[src/rtl/serchain_pkg.sv]
package serchain_pkg;
  typedef enum logic {ST_IDLE, ST_SHIFT} seq_state_t;
endpackage

[src/rtl/serchain_tick.sv]
module serchain_tick #(
  parameter int DIV_W = 8
) (
  input  logic             clk,
  input  logic             rst,
  input  logic             en,
  input  logic [DIV_W-1:0] div,
  output logic             tick
);
  logic [DIV_W-1:0] cnt;

  assign tick = en && (cnt == div);

  always_ff @(posedge clk) begin
    if (rst || !en || tick) cnt <= '0;
    else                    cnt <= cnt + 1'b1;
  end
endmodule

[src/rtl/serchain_shift.sv]
module serchain_shift (
  input  logic       clk,
  input  logic       rst,
  input  logic       clr,
  input  logic       sample,
  input  logic       din,
  output logic [7:0] byte_val,
  output logic       byte_rdy
);
  logic [6:0] part;
  logic [2:0] nbit;

  assign byte_val = {part, din};
  assign byte_rdy = sample && (nbit == 3'd7);

  always_ff @(posedge clk) begin
    if (rst || clr) begin
      part <= '0;
      nbit <= '0;
    end else if (sample) begin
      part <= {part[5:0], din};
      nbit <= nbit + 1'b1;
    end
  end
endmodule

[src/rtl/serchain_store.sv]
module serchain_store #(
  parameter int NBYTES = 8,
  localparam int AW = (NBYTES > 1) ? $clog2(NBYTES) : 1
) (
  input  logic              clk,
  input  logic              rst,
  input  logic              wr,
  input  logic [AW-1:0]     addr,
  input  logic [7:0]        wdata,
  output logic [NBYTES*8-1:0] flat
);
  logic [7:0] mem [NBYTES];

  always_ff @(posedge clk) begin
    if (rst) begin
      for (int j = 0; j < NBYTES; j++) mem[j] <= '0;
    end else if (wr) begin
      mem[addr] <= wdata;
    end
  end

  for (genvar g = 0; g < NBYTES; g++) begin : g_flat
    assign flat[g*8 +: 8] = mem[g];
  end
endmodule

[src/rtl/serchain_reader.sv]
module serchain_reader #(
  parameter int NDEV  = 4,
  parameter int DIV_W = 8,
  localparam int NBYTES = 2 * NDEV,
  localparam int AW     = $clog2(NBYTES),
  localparam int BI_W   = $clog2(NBYTES + 1),
  localparam int DEV_W  = (NDEV > 1) ? $clog2(NDEV) : 1,
  localparam int IDX_W  = DEV_W + 3
) (
  input  logic              clk,
  input  logic              rst,
  input  logic              start,
  input  logic              status_mode,
  input  logic [DIV_W-1:0]  clk_div,
  input  logic              miso,
  output logic              sclk,
  output logic              cs_n,
  output logic              busy,
  output logic              done,
  output logic [NDEV*8-1:0] in_bytes,
  output logic [NDEV*8-1:0] stat_bytes,
  input  logic [NDEV-1:0]   dev_fault,
  input  logic [IDX_W-1:0]  sel_idx,
  output logic              sel_bit,
  output logic              sel_err
);
  import serchain_pkg::*;

  seq_state_t        state;
  logic              mode_q;
  logic [BI_W-1:0]   byte_idx;
  logic [BI_W-1:0]   frame_len;
  logic              tick, sample, byte_rdy;
  logic [7:0]        byte_val;
  logic [NBYTES*8-1:0] raw;

  assign busy      = (state == ST_SHIFT);
  assign frame_len = mode_q ? BI_W'(NBYTES) : BI_W'(NDEV);
  assign sample    = busy && tick && !sclk;

  serchain_tick #(.DIV_W(DIV_W)) u_tick (
    .clk(clk), .rst(rst), .en(busy), .div(clk_div), .tick(tick)
  );

  serchain_shift u_shift (
    .clk(clk), .rst(rst), .clr(start && !busy), .sample(sample),
    .din(miso), .byte_val(byte_val), .byte_rdy(byte_rdy)
  );

  serchain_store #(.NBYTES(NBYTES)) u_store (
    .clk(clk), .rst(rst), .wr(byte_rdy), .addr(byte_idx[AW-1:0]),
    .wdata(byte_val), .flat(raw)
  );

  always_ff @(posedge clk) begin
    if (rst) begin
      state    <= ST_IDLE;
      cs_n     <= 1'b1;
      sclk     <= 1'b0;
      done     <= 1'b0;
      mode_q   <= 1'b0;
      byte_idx <= '0;
    end else begin
      done <= 1'b0;
      case (state)
        ST_IDLE: if (start) begin
          state    <= ST_SHIFT;
          cs_n     <= 1'b0;
          sclk     <= 1'b0;
          mode_q   <= status_mode;
          byte_idx <= '0;
        end
        default: begin
          if (byte_rdy) byte_idx <= byte_idx + 1'b1;
          if (tick) begin
            if (!sclk) begin
              sclk <= 1'b1;
            end else begin
              sclk <= 1'b0;
              if (byte_idx == frame_len) begin
                state <= ST_IDLE;
                cs_n  <= 1'b1;
                done  <= 1'b1;
              end
            end
          end
        end
      endcase
    end
  end

  for (genvar k = 0; k < NDEV; k++) begin : g_map
    assign in_bytes[k*8 +: 8]   = mode_q ? raw[(2*k)*8 +: 8] : raw[k*8 +: 8];
    assign stat_bytes[k*8 +: 8] = mode_q ? raw[(2*k+1)*8 +: 8] : 8'h00;
  end

  logic [DEV_W-1:0] sel_dev;
  logic [2:0]       sel_pos;
  logic             hit_fault, hit_data, dev_ok;

  assign sel_dev = sel_idx[IDX_W-1:3];
  assign sel_pos = sel_idx[2:0];

  always_comb begin
    hit_fault = 1'b0;
    hit_data  = 1'b0;
    dev_ok    = 1'b0;
    for (int k = 0; k < NDEV; k++) begin
      if (sel_dev == DEV_W'(k)) begin
        dev_ok    = 1'b1;
        hit_fault = dev_fault[k];
        hit_data  = in_bytes[k*8 + int'(sel_pos)];
      end
    end
  end

  always_ff @(posedge clk) begin
    if (rst) begin
      sel_bit <= 1'b0;
      sel_err <= 1'b0;
    end else begin
      sel_err <= hit_fault || !dev_ok;
      sel_bit <= (hit_fault || !dev_ok) ? 1'b0 : hit_data;
    end
  end
endmodule

[config.mk]
export PLATFORM = sky130hd
export DESIGN_NAME = serchain_reader
export DESIGN_NICKNAME = d
export VERILOG_FILES = /design/src/rtl/serchain_pkg.sv /design/src/rtl/serchain_tick.sv /design/src/rtl/serchain_shift.sv /design/src/rtl/serchain_store.sv /design/src/rtl/serchain_reader.sv
export SDC_FILE = /design/constraint.sdc
export NUM_CORES = 1
export LEC_CHECK = 0
export ABC_AREA = 0
export BUFFER_PORTS_ARGS = -buffer_cell sky130_fd_sc_hd__buf_2
export CORE_MARGIN = 8
export CORE_UTILIZATION = 40
export CTS_BUF_LIST = sky130_fd_sc_hd__clkbuf_4 sky130_fd_sc_hd__clkbuf_8
export CTS_CLUSTER_SIZE = 30
export DETAILED_ROUTE_END_ITERATION = 8
export PLACE_DENSITY = 0.58
export SYNTH_ARGS = -nofsm -noshare
export SYNTH_HDL_FRONTEND = slang
export SYNTH_SLANG_ARGS = --single-unit
[constraint.sdc]
create_clock -name clk -period 4.6 [get_ports clk]
set_clock_uncertainty 0.2 [all_clocks]
set_input_delay 0.23 -clock clk [delete_from_list [all_inputs] [get_ports clk]]
set_output_delay 0.23 -clock clk [all_outputs]
set_load 0.005 [all_outputs]
Yosys cells after proc, flatten, opt, wreduce, memory -nomap -nowiden
Memory sizes are Yosys's and may differ from the RTL's.
Cells that the tools add are included.
{"block": "classes", "n_eq_ne": 10, "magnitude_cmp": 4, "bitwise_logic": 3, "n_addsub": 6, "n_reduce_logical": 21, "muxes": 56}
{"cell": "8-bit two-way mux", "count": 8}
{"cell": "1-bit two-way mux", "count": 39}
{"cell": "4-bit two-way mux", "count": 4}
{"cell": "1-bit binary-select mux with 5-bit select", "count": 3}
{"cell": "5-bit by 3-bit adder with 6-bit output (first input constant)", "count": 2}
{"cell": "6-bit less-than comparator (second input constant)", "count": 2}
{"cell": "8-bit by 1-bit adder with 8-bit output (second input constant)", "count": 1}
{"cell": "8-bit == test", "count": 1}
{"cell": "8-bit OR reduction", "count": 1}
{"cell": "3-bit by 6-bit less-than comparator with 1-bit output (second input constant)", "count": 1}
{"cell": "5-bit by 6-bit less-than comparator with 1-bit output (second input constant)", "count": 1}
{"cell": "2-bit by 1-bit inequality test with 1-bit output (second input constant)", "count": 3}
{"cell": "2-bit AND reduction", "count": 3}
{"cell": "4-bit by 3-bit adder with 5-bit output (first input constant)", "count": 1}
{"cell": "1-bit logical AND", "count": 5}
{"cell": "4-bit by 1-bit adder with 4-bit output (second input constant)", "count": 1}
{"cell": "2-bit == test (second input constant)", "count": 2}
{"cell": "4-bit == test", "count": 1}
{"cell": "1-bit logical OR", "count": 4}
{"cell": "4-bit AND reduction", "count": 1}
{"cell": "4-bit OR reduction", "count": 1}
{"cell": "3-bit by 1-bit adder with 3-bit output (second input constant)", "count": 1}
{"cell": "1-bit binary-select mux with 3-bit select", "count": 1}
{"cell": "3-bit == test (second input constant)", "count": 1}
{"cell": "other kinds (8)", "count": 12}
{"block": "totals", "out_inout_bits": 70, "word_cells": 112, "in_bits": 22, "n_memories": 1, "reg_bits": 29, "ram_bits": 64}
{"memory": "u_store.mem", "depth": 8, "word_bits": 8, "rd": 8, "rd_clocked_by_memory_dff": 0, "wr": 8, "line": "serchain_store.sv:12", "text": "logic [7:0] mem [NBYTES];"}

Logic depth before layout (Yosys ltp)
Gate-level depths: netlist of run 1.
{"block": "logic_depth", "ltp_word": 10, "mapped_depth": 6, "depth_no_buf": 6}

Modules after synthesis
A second synthesis of run 1 with hierarchy kept.
{"block": "hier_totals", "hier_cells": 413, "area_unflattened_um2": 4887.2}
{"module": "serchain_store", "cells_each": 169, "n_inst": 1, "area_per_inst_um2": 2461.1, "seq_area_each_um2": 1921.8}
{"module": "serchain_reader", "cells_each": 159, "n_inst": 1, "area_per_inst_um2": 1546.5, "seq_area_each_um2": 220.2}
{"module": "serchain_tick", "cells_each": 48, "n_inst": 1, "area_per_inst_um2": 474.2, "seq_area_each_um2": 160.2}
{"module": "serchain_shift", "cells_each": 37, "n_inst": 1, "area_per_inst_um2": 405.4, "seq_area_each_um2": 200.2}

Worst setup path after synthesis of run 1
Ideal clock, no wire load.
{"block": "synth_path", "kind": "register to register", "from": "reg u_tick.cnt[0]", "to": "mem u_store.mem[0][0] (enable)", "path_stages_with_launch": 7, "t_arrival_ps": 2270, "required_ps": 4013, "n_path_buf": 2, "setup_time_ps": 387, "period_less_slack_ps": 2857, "setup_slack_ps": 1743, "path_cell_list": "dfxtp_1 > xnor2_1 > nand4_2 > or4_1 > buf_4 > buf_6 > o31ai_1"}
{"element": "start, declared", "line": "serchain_tick.sv:10", "text": "logic [DIV_W-1:0] cnt;"}
{"element": "start signal, assigned", "line": "serchain_tick.sv:16", "text": "else cnt <= cnt + 1'b1;"}
{"element": "end, declared", "line": "serchain_store.sv:12"}

==> out/results.tsv, run 1 <==
stage	metric	value	unit
pwr	PwrDens	285	nW/µm²
global_routing	Top Usage Layer GRT	met2	
layout	Sequential Area	2500	µm²
setup_path	crit-path cells	xnor2_1, nand4_2, or4_2, buf_4, o21ai_0	
global_routing	vias in the first global route	3431	
logic_synthesis	mapped cell area	5040	µm²
sta	RSZ-0062 raised after global routing	no	
sta	max-slew violations	0	
pwr	Leak Pwr	1.97	nW
placed_design	placed cells	657	
logic_synthesis	Synth top area share	0.381	
setup_path	Max Fanout on Critical Path	30	
clock_tree	Clock transition at path regs	0.09	ns
drt	drt drc	0	
layout	layout cells sized above 1	0.365	
setup_path	R2R Path Start	u_tick.cnt[2]	
hold_path	WHS Endpoint	busy	
logic_synthesis	Synth async-reset ratio	0	
setup_path	Startpoint Class	register	
sta	Worst-Margin Slew	1.08	ns
setup_path	Critical Path End Type	register	
outcome	outcome	finished, final reports clean	
clock_tree	CTS H-tree lvls	3	
global_routing	largest net degree at the start of global routing	51	
hold_path	Hold Startpoint	rst	
clock_tree	Resize count post-CTS	0	
setup_path	worst setup path class	register to register	
logic_synthesis	ranking of synthesized cells by area	edfxtp_1 (38%), dfxtp_1 (12%), mux4_2 (6.7%)	
sta	setup_tns	0	ns
setup_path	worst reg2reg path depth	5	
layout	diode count	0	
setup_path	CP Data Required Time	4.40	ns
clock_tree	Root Driver	clkbuf_8	
layout	Util after Layout	0.465	
pwr	VDD IR max	0.121	mV
layout	commonest non-fill, non-tap cell in the layout	buf_2	
job	Max-Cap Viols	0	
floorplan	Die Height	128	µm
drt	Via-to-Cell Ratio	5.27	
sta	FMAX	0.274	GHz
clock_tree	CTS tree	done	
layout	non-filler cells in the finished layout	676	
setup_path	reg2reg setup slack	0.96	ns
sta	final hold vios	0	
floorplan	initial core utilization	0.404	
drt	DRT Pass-1 Iters	5	
global_routing	Overflow after GRT	0	
global_routing	grt met3 use	0.0445	
hold_path	class of the worst hold path	input port to register	
global_routing	M1 GR Usage	0.203	
floorplan	DIE WIDTH	128	µm
logic_synthesis	Mapped Cells	424	
drt	DRT antenna net count	0	
floorplan	area of the core	12500	µm²
logic_synthesis	post-synth top area cell	edfxtp_1	
sta	ratio of final minimum period to clock period	0.792	
clock_tree	Num CTS Buffers	9	
global_routing	M2 GR Usage	0.234	
placed_design	Port Buffer Count	91	
logic_synthesis	Yosys warning count	0	
drt	via count	3562	
setup_path	CP max stage delay	1.00	ns
global_routing	GRT Util Overall	0.154	
drt	Iter 0 DRT Violations	248	
logic_synthesis	Yosys reg bits	93	
clock_tree	post-CTS setup buffer count	0	
floorplan	# IOs	92	
pwr	Tot Pwr	1.65	mW
hold_path	WHS Path Cells	2	
global_routing	initial antenna violation count	0	
floorplan	Rows	41	
logic_synthesis	EDFF count, synth	64	
logic_synthesis	post-synthesis sequential area ratio	0.496	
floorplan	DIE AREA	16500	µm²
setup_path	Critical Path AT	3.44	ns
clock_tree	clk_lat worst skew	0.37	ns
layout	most frequent cells in the layout	buf_2 (91), edfxtp_1 (64), and2_1 (34)	
sta	Final setup viols	0	
layout	Fillers	1181	
placed_design	GP Congestion	0.755	
drt	Routed wire per std cell	18.4	µm
logic_synthesis	Synth Area per Inst	11.9	µm²
logic_synthesis	Distinct cells, synth	41	
logic_synthesis	Main synth FF type	edfxtp_1	
layout	multi-input combinational cell area	2260	µm²
drt	final WL	12400	µm
setup_path	Crit Reg-Reg Endpoint	u_store.mem[2][0]	
layout	nets	527	
layout	P&R area growth vs syn	15.0	%
setup_path	CP max-delay cell	or4_2	
clock_tree	CTS max path bufs	2	
clock_tree	Num Clock Sinks	93	
global_routing	first-pass GRT wire length	19400	µm
logic_synthesis	syn_nets	451	
sta	max_slew headroom	0.272	
placed_design	Final HPWL DP	9040	µm
sta	min Tclk post-route	3.64	ns
==> power by group <==
| part | leakage [nW] | switching, mW | internal, mW | total [mW] |
|---|---|---|---|---|
| combinational | 1.04 | 0.0788 | 0.0879 | 0.167 |
| sequential | 0.843 | 0.0290 | 0.924 | 0.953 |
| clock | 0.0877 | 0.286 | 0.247 | 0.534 |
| total | 1.97 | 0.394 | 1.26 | 1.65 |
==> routing by layer <==
layer,wire length (µm),share of wire,vias up
li1,-,-,1726
met1,5610,0.45,1709
met2,5680,0.46,118
met3,1000,0.080,9
met4,140,0.011,0
met5,0,0,-
==> flip-flops by register name, summed over array words and instances (netlist names) <==
name	count
busy	1
cs_n	1
u_shift.part	7
sclk	1
done	1
mode_q	1
u_shift.nbit	3
u_tick.cnt	8
u_store.mem	64
byte_idx	4
sel_bit	1
sel_err	1
==> Yosys cell counts (all sizes together) (5+ instances only) <==
cell	instances
edfxtp	64
nor4	45
and2	34
dfxtp	29
nor3	27
nand2	26
buf	25
mux2	25
mux2i	18
nor2	16
clkbuf	15
inv	15
mux4	15
nand3	11
xnor2	9
or3	7
ha	5
o31ai	5
xor2	5
==> how the worst max path moves through the flow <==
stage | startpoint | cells after the start | endpoint
6_report | u_tick.cnt[2] | 5 | u_store.mem[2][0]
5_1_grt | u_tick.cnt[2] | 5 | u_store.mem[2][4]
4_1_cts | u_tick.cnt[0] | 5 | u_store.mem[2][2]
3_5_place_dp | u_tick.cnt[0] | 5 | u_store.mem[2][2]
3_3_place_gp | u_tick.cnt[2] | 5 | u_store.mem[2][2]
2_1_floorplan | u_tick.cnt[0] | 6 | u_store.mem[0][0]
==> cell type report <==
class                      count  share of cell area
inverter                      15             0.00972
sequential                    93               0.432
clock inverter                 6              0.0110
clock buffer                   9              0.0214
tap                          172              0.0371
multi-input combinational    276               0.390
timing repair buffer         105              0.0984
==> per-stage QoR <==
step           hold WS [ns]  worst slack (ns)  area [µm²]
2_1_floorplan         0.172              1.74        5040
3_3_place_gp          0.246              1.14        5570
3_5_place_dp          0.257              1.01        5570
4_1_cts              0.0344             0.996        5800
5_1_grt              0.0739             0.723        5800
6_report             0.0495             0.957        5800
==> cells by family (layout without fill, tap and decap cells) <==
group,after synthesis,in the layout,synth area share
and+or+nand+nor,182,182,0.227
DFF,93,93,0.496
muxes,58,58,0.159
buffers and inverters,55,135,0.0563
AOI/OAI and AO/OA,17,17,0.0253
xor gates and xnor gates,14,14,0.0243
adders and majority gates,5,5,0.0124
==> worst max-delay path, delay by kind of cell, from the launching register on <==
family                 cells  cell delay [ns]
AND/OR/NAND/NOR            2             1.24
AO/OA/AOI/OAI              1             0.85
flip-flops                 1             0.42
buffers and inverters      1             0.37
XOR/XNOR                   1             0.16
==> what timing repair did <==
action | 4_1_cts | 5_1_grt
endpoints found under the hold margin | 3 | 0
hold buffers | 4 | 0
endpoints found under the setup margin | 0 | 0
(Power assumes the default switching activity.)
==> inputs of run 2 (changes only) <==
Settings changed: PLACE_DENSITY 0.58 to 0.6.
Clock period 4.6 ns to 2.95 ns, I/O delays scaled along.
==> out/results.tsv, run 2 (synthesis results as in run 1) <==
stage	metric	value	unit
outcome	outcome	finished, final reports clean	
placed_design	pre-CTS setup slack	0.351	ns
sta	RSZ-0062 raised after global routing	no	
setup_path	Critical Path AT	2.49	ns
global_routing	GRT Util Overall	0.153	
layout	P&R area growth vs syn	18.1	%
layout	nets	541	
global_routing	Overflow after GRT	0	
layout	most frequent cells in the layout	buf_2 (91), edfxtp_1 (64), and2_1 (34)	
sta	Final setup viols	0	
layout	Fillers	1145	
clock_tree	Root Driver	clkbuf_8	
drt	Routed wire per std cell	17.7	µm
sta	fin worst setup slack	0.330	ns
clock_tree	Num CTS Buffers	9	
sta	ratio of final minimum period to clock period	0.888	
placed_design	GP Congestion	0.823	
floorplan	Die Height	128	µm
job	Max-Cap Viols	0	
pwr	VDD IR max	0.279	mV
sta	min Tclk post-route	2.62	ns
drt	Via-to-Cell Ratio	5.23	
clock_tree	CTS tree	done	
layout	non-filler cells in the finished layout	691	
pwr	PwrDens	452	nW/µm²
clock_tree	clk_lat worst skew	0.36	ns
floorplan	Rows	41	
sta	FMAX	0.382	GHz
layout	layout cells sized above 1	0.380	
pwr	Leak Pwr	2.07	nW
drt	via count	3611	
clock_tree	Num Clock Sinks	93	
setup_path	Critical Path End Type	register	
setup_path	worst setup path class	register to register	
sta	max_slew headroom	0.614	
layout	Largest register FFs	64	
drt	DRT Pass-1 Iters	4	
global_routing	vias in the first global route	3631	
clock_tree	CTS max path bufs	2	
sta	setup_tns	0	ns
global_routing	largest net degree at the start of global routing	73	
setup_path	Startpoint Class	register	
global_routing	Top Usage Layer GRT	met2	
floorplan	area of the core	12500	µm²
clock_tree	post-CTS setup buffer count	0	
layout	commonest non-fill, non-tap cell in the layout	buf_2	
drt	drt drc	0	
global_routing	M2 GR Usage	0.262	
placed_design	Port Buffer Count	91	
clock_tree	Clock transition at path regs	0.09	ns
layout	most flop-heavy register	u_store.mem	
sta	Worst-Margin Slew	0.573	ns
floorplan	initial core utilization	0.404	
floorplan	# IOs	92	
setup_path	CP Data Required Time	2.82	ns
placed_design	Final HPWL DP	9140	µm
global_routing	M1 GR Usage	0.185	
global_routing	first-pass GRT wire length	19600	µm
drt	Iter 0 DRT Violations	265	
sta	final hold vios	0	
placed_design	placed cells	669	
drt	DRT antenna net count	0	
floorplan	DIE WIDTH	128	µm
clock_tree	CTS H-tree lvls	3	
layout	diode count	0	
setup_path	Max Fanout on Critical Path	72	
floorplan	DIE AREA	16500	µm²
hold_path	class of the worst hold path	input port to register	
global_routing	initial antenna violation count	0	
layout	biggest regs	u_store.mem (64), u_tick.cnt (8), u_shift.part (7)	
sta	max-slew violations	0	
global_routing	grt met3 use	0.0320	
drt	final WL	12200	µm
run 2: changes by cell type in the layout (fill, tap and decap cells not counted), sizes merged:
cell         change
buf             +12
bufinv           +1
clkbuf           +1
clkinv           +2
clkinvlp         -2
dlygate4sd3      +2
inv              -1
run 2: timing repair:
| item | in CTS | in global routing |
|---|---|---|
| gates resized for setup | 0 | 0 |
| hold buffers | 6 | 0 |
| endpoints found under the hold margin | 6 | 0 |
run 2: worst paths after layout:
path	from	end	slack (ns)	cells past startpoint
worst min-delay path	rst	cs_n	0.03	2
worst max register to register	u_tick.cnt[0]	u_store.mem[6][7]	0.33	6
worst min register to register	u_shift.part[6]	u_shift.part[6]	0.27	2
worst max-delay path	u_tick.cnt[0]	u_store.mem[6][7]	0.33	6
run 2: cell type report:
type,count,area [µm²],share of cell area
sequential,93,2500,0.420
multi-input combinational,276,2260,0.380
timing repair buffer,119,693,0.116
tap,172,215,0.0361
clock buffer,10,138,0.0231
clock inverter,6,86.3,0.0145
inverter,15,56.3,0.00946
run 2: report_power, final:
| part | internal, mW | switching (mW) | total, mW |
|---|---|---|---|
| logic | 0.149 | 0.133 | 0.282 |
| clock network | 0.498 | 0.434 | 0.932 |
| registers | 1.44 | 0.0382 | 1.48 |
run 2: per-stage QoR:
step                power (mW)  cell area, µm²  hold WS, ns   util
finish                    2.69            5950       0.0319  0.478
global route              2.81            5950       0.0308  0.478
CTS                       2.72            5950       0.0255  0.478
detailed placement        1.79            5670        0.232  0.455
global placement          1.78            5670        0.223  0.455
floorplan                 1.66            5040       0.0898      -
run 2: worst max-delay path: stages (launching register included):
cell and delay, ns:
dfxtp_1 0.43, xnor2_1 0.16, nand4_2 0.13, or4_2 0.66, buf_12 0.23, o31ai_1 0.27, buf_4 0.21
run 2: layer usage:
layer	share of wire	up-vias
met1	0.43	1738
met5	0	-
met2	0.49	97
met3	0.055	19
met4	0.023	0
li1	-	1757
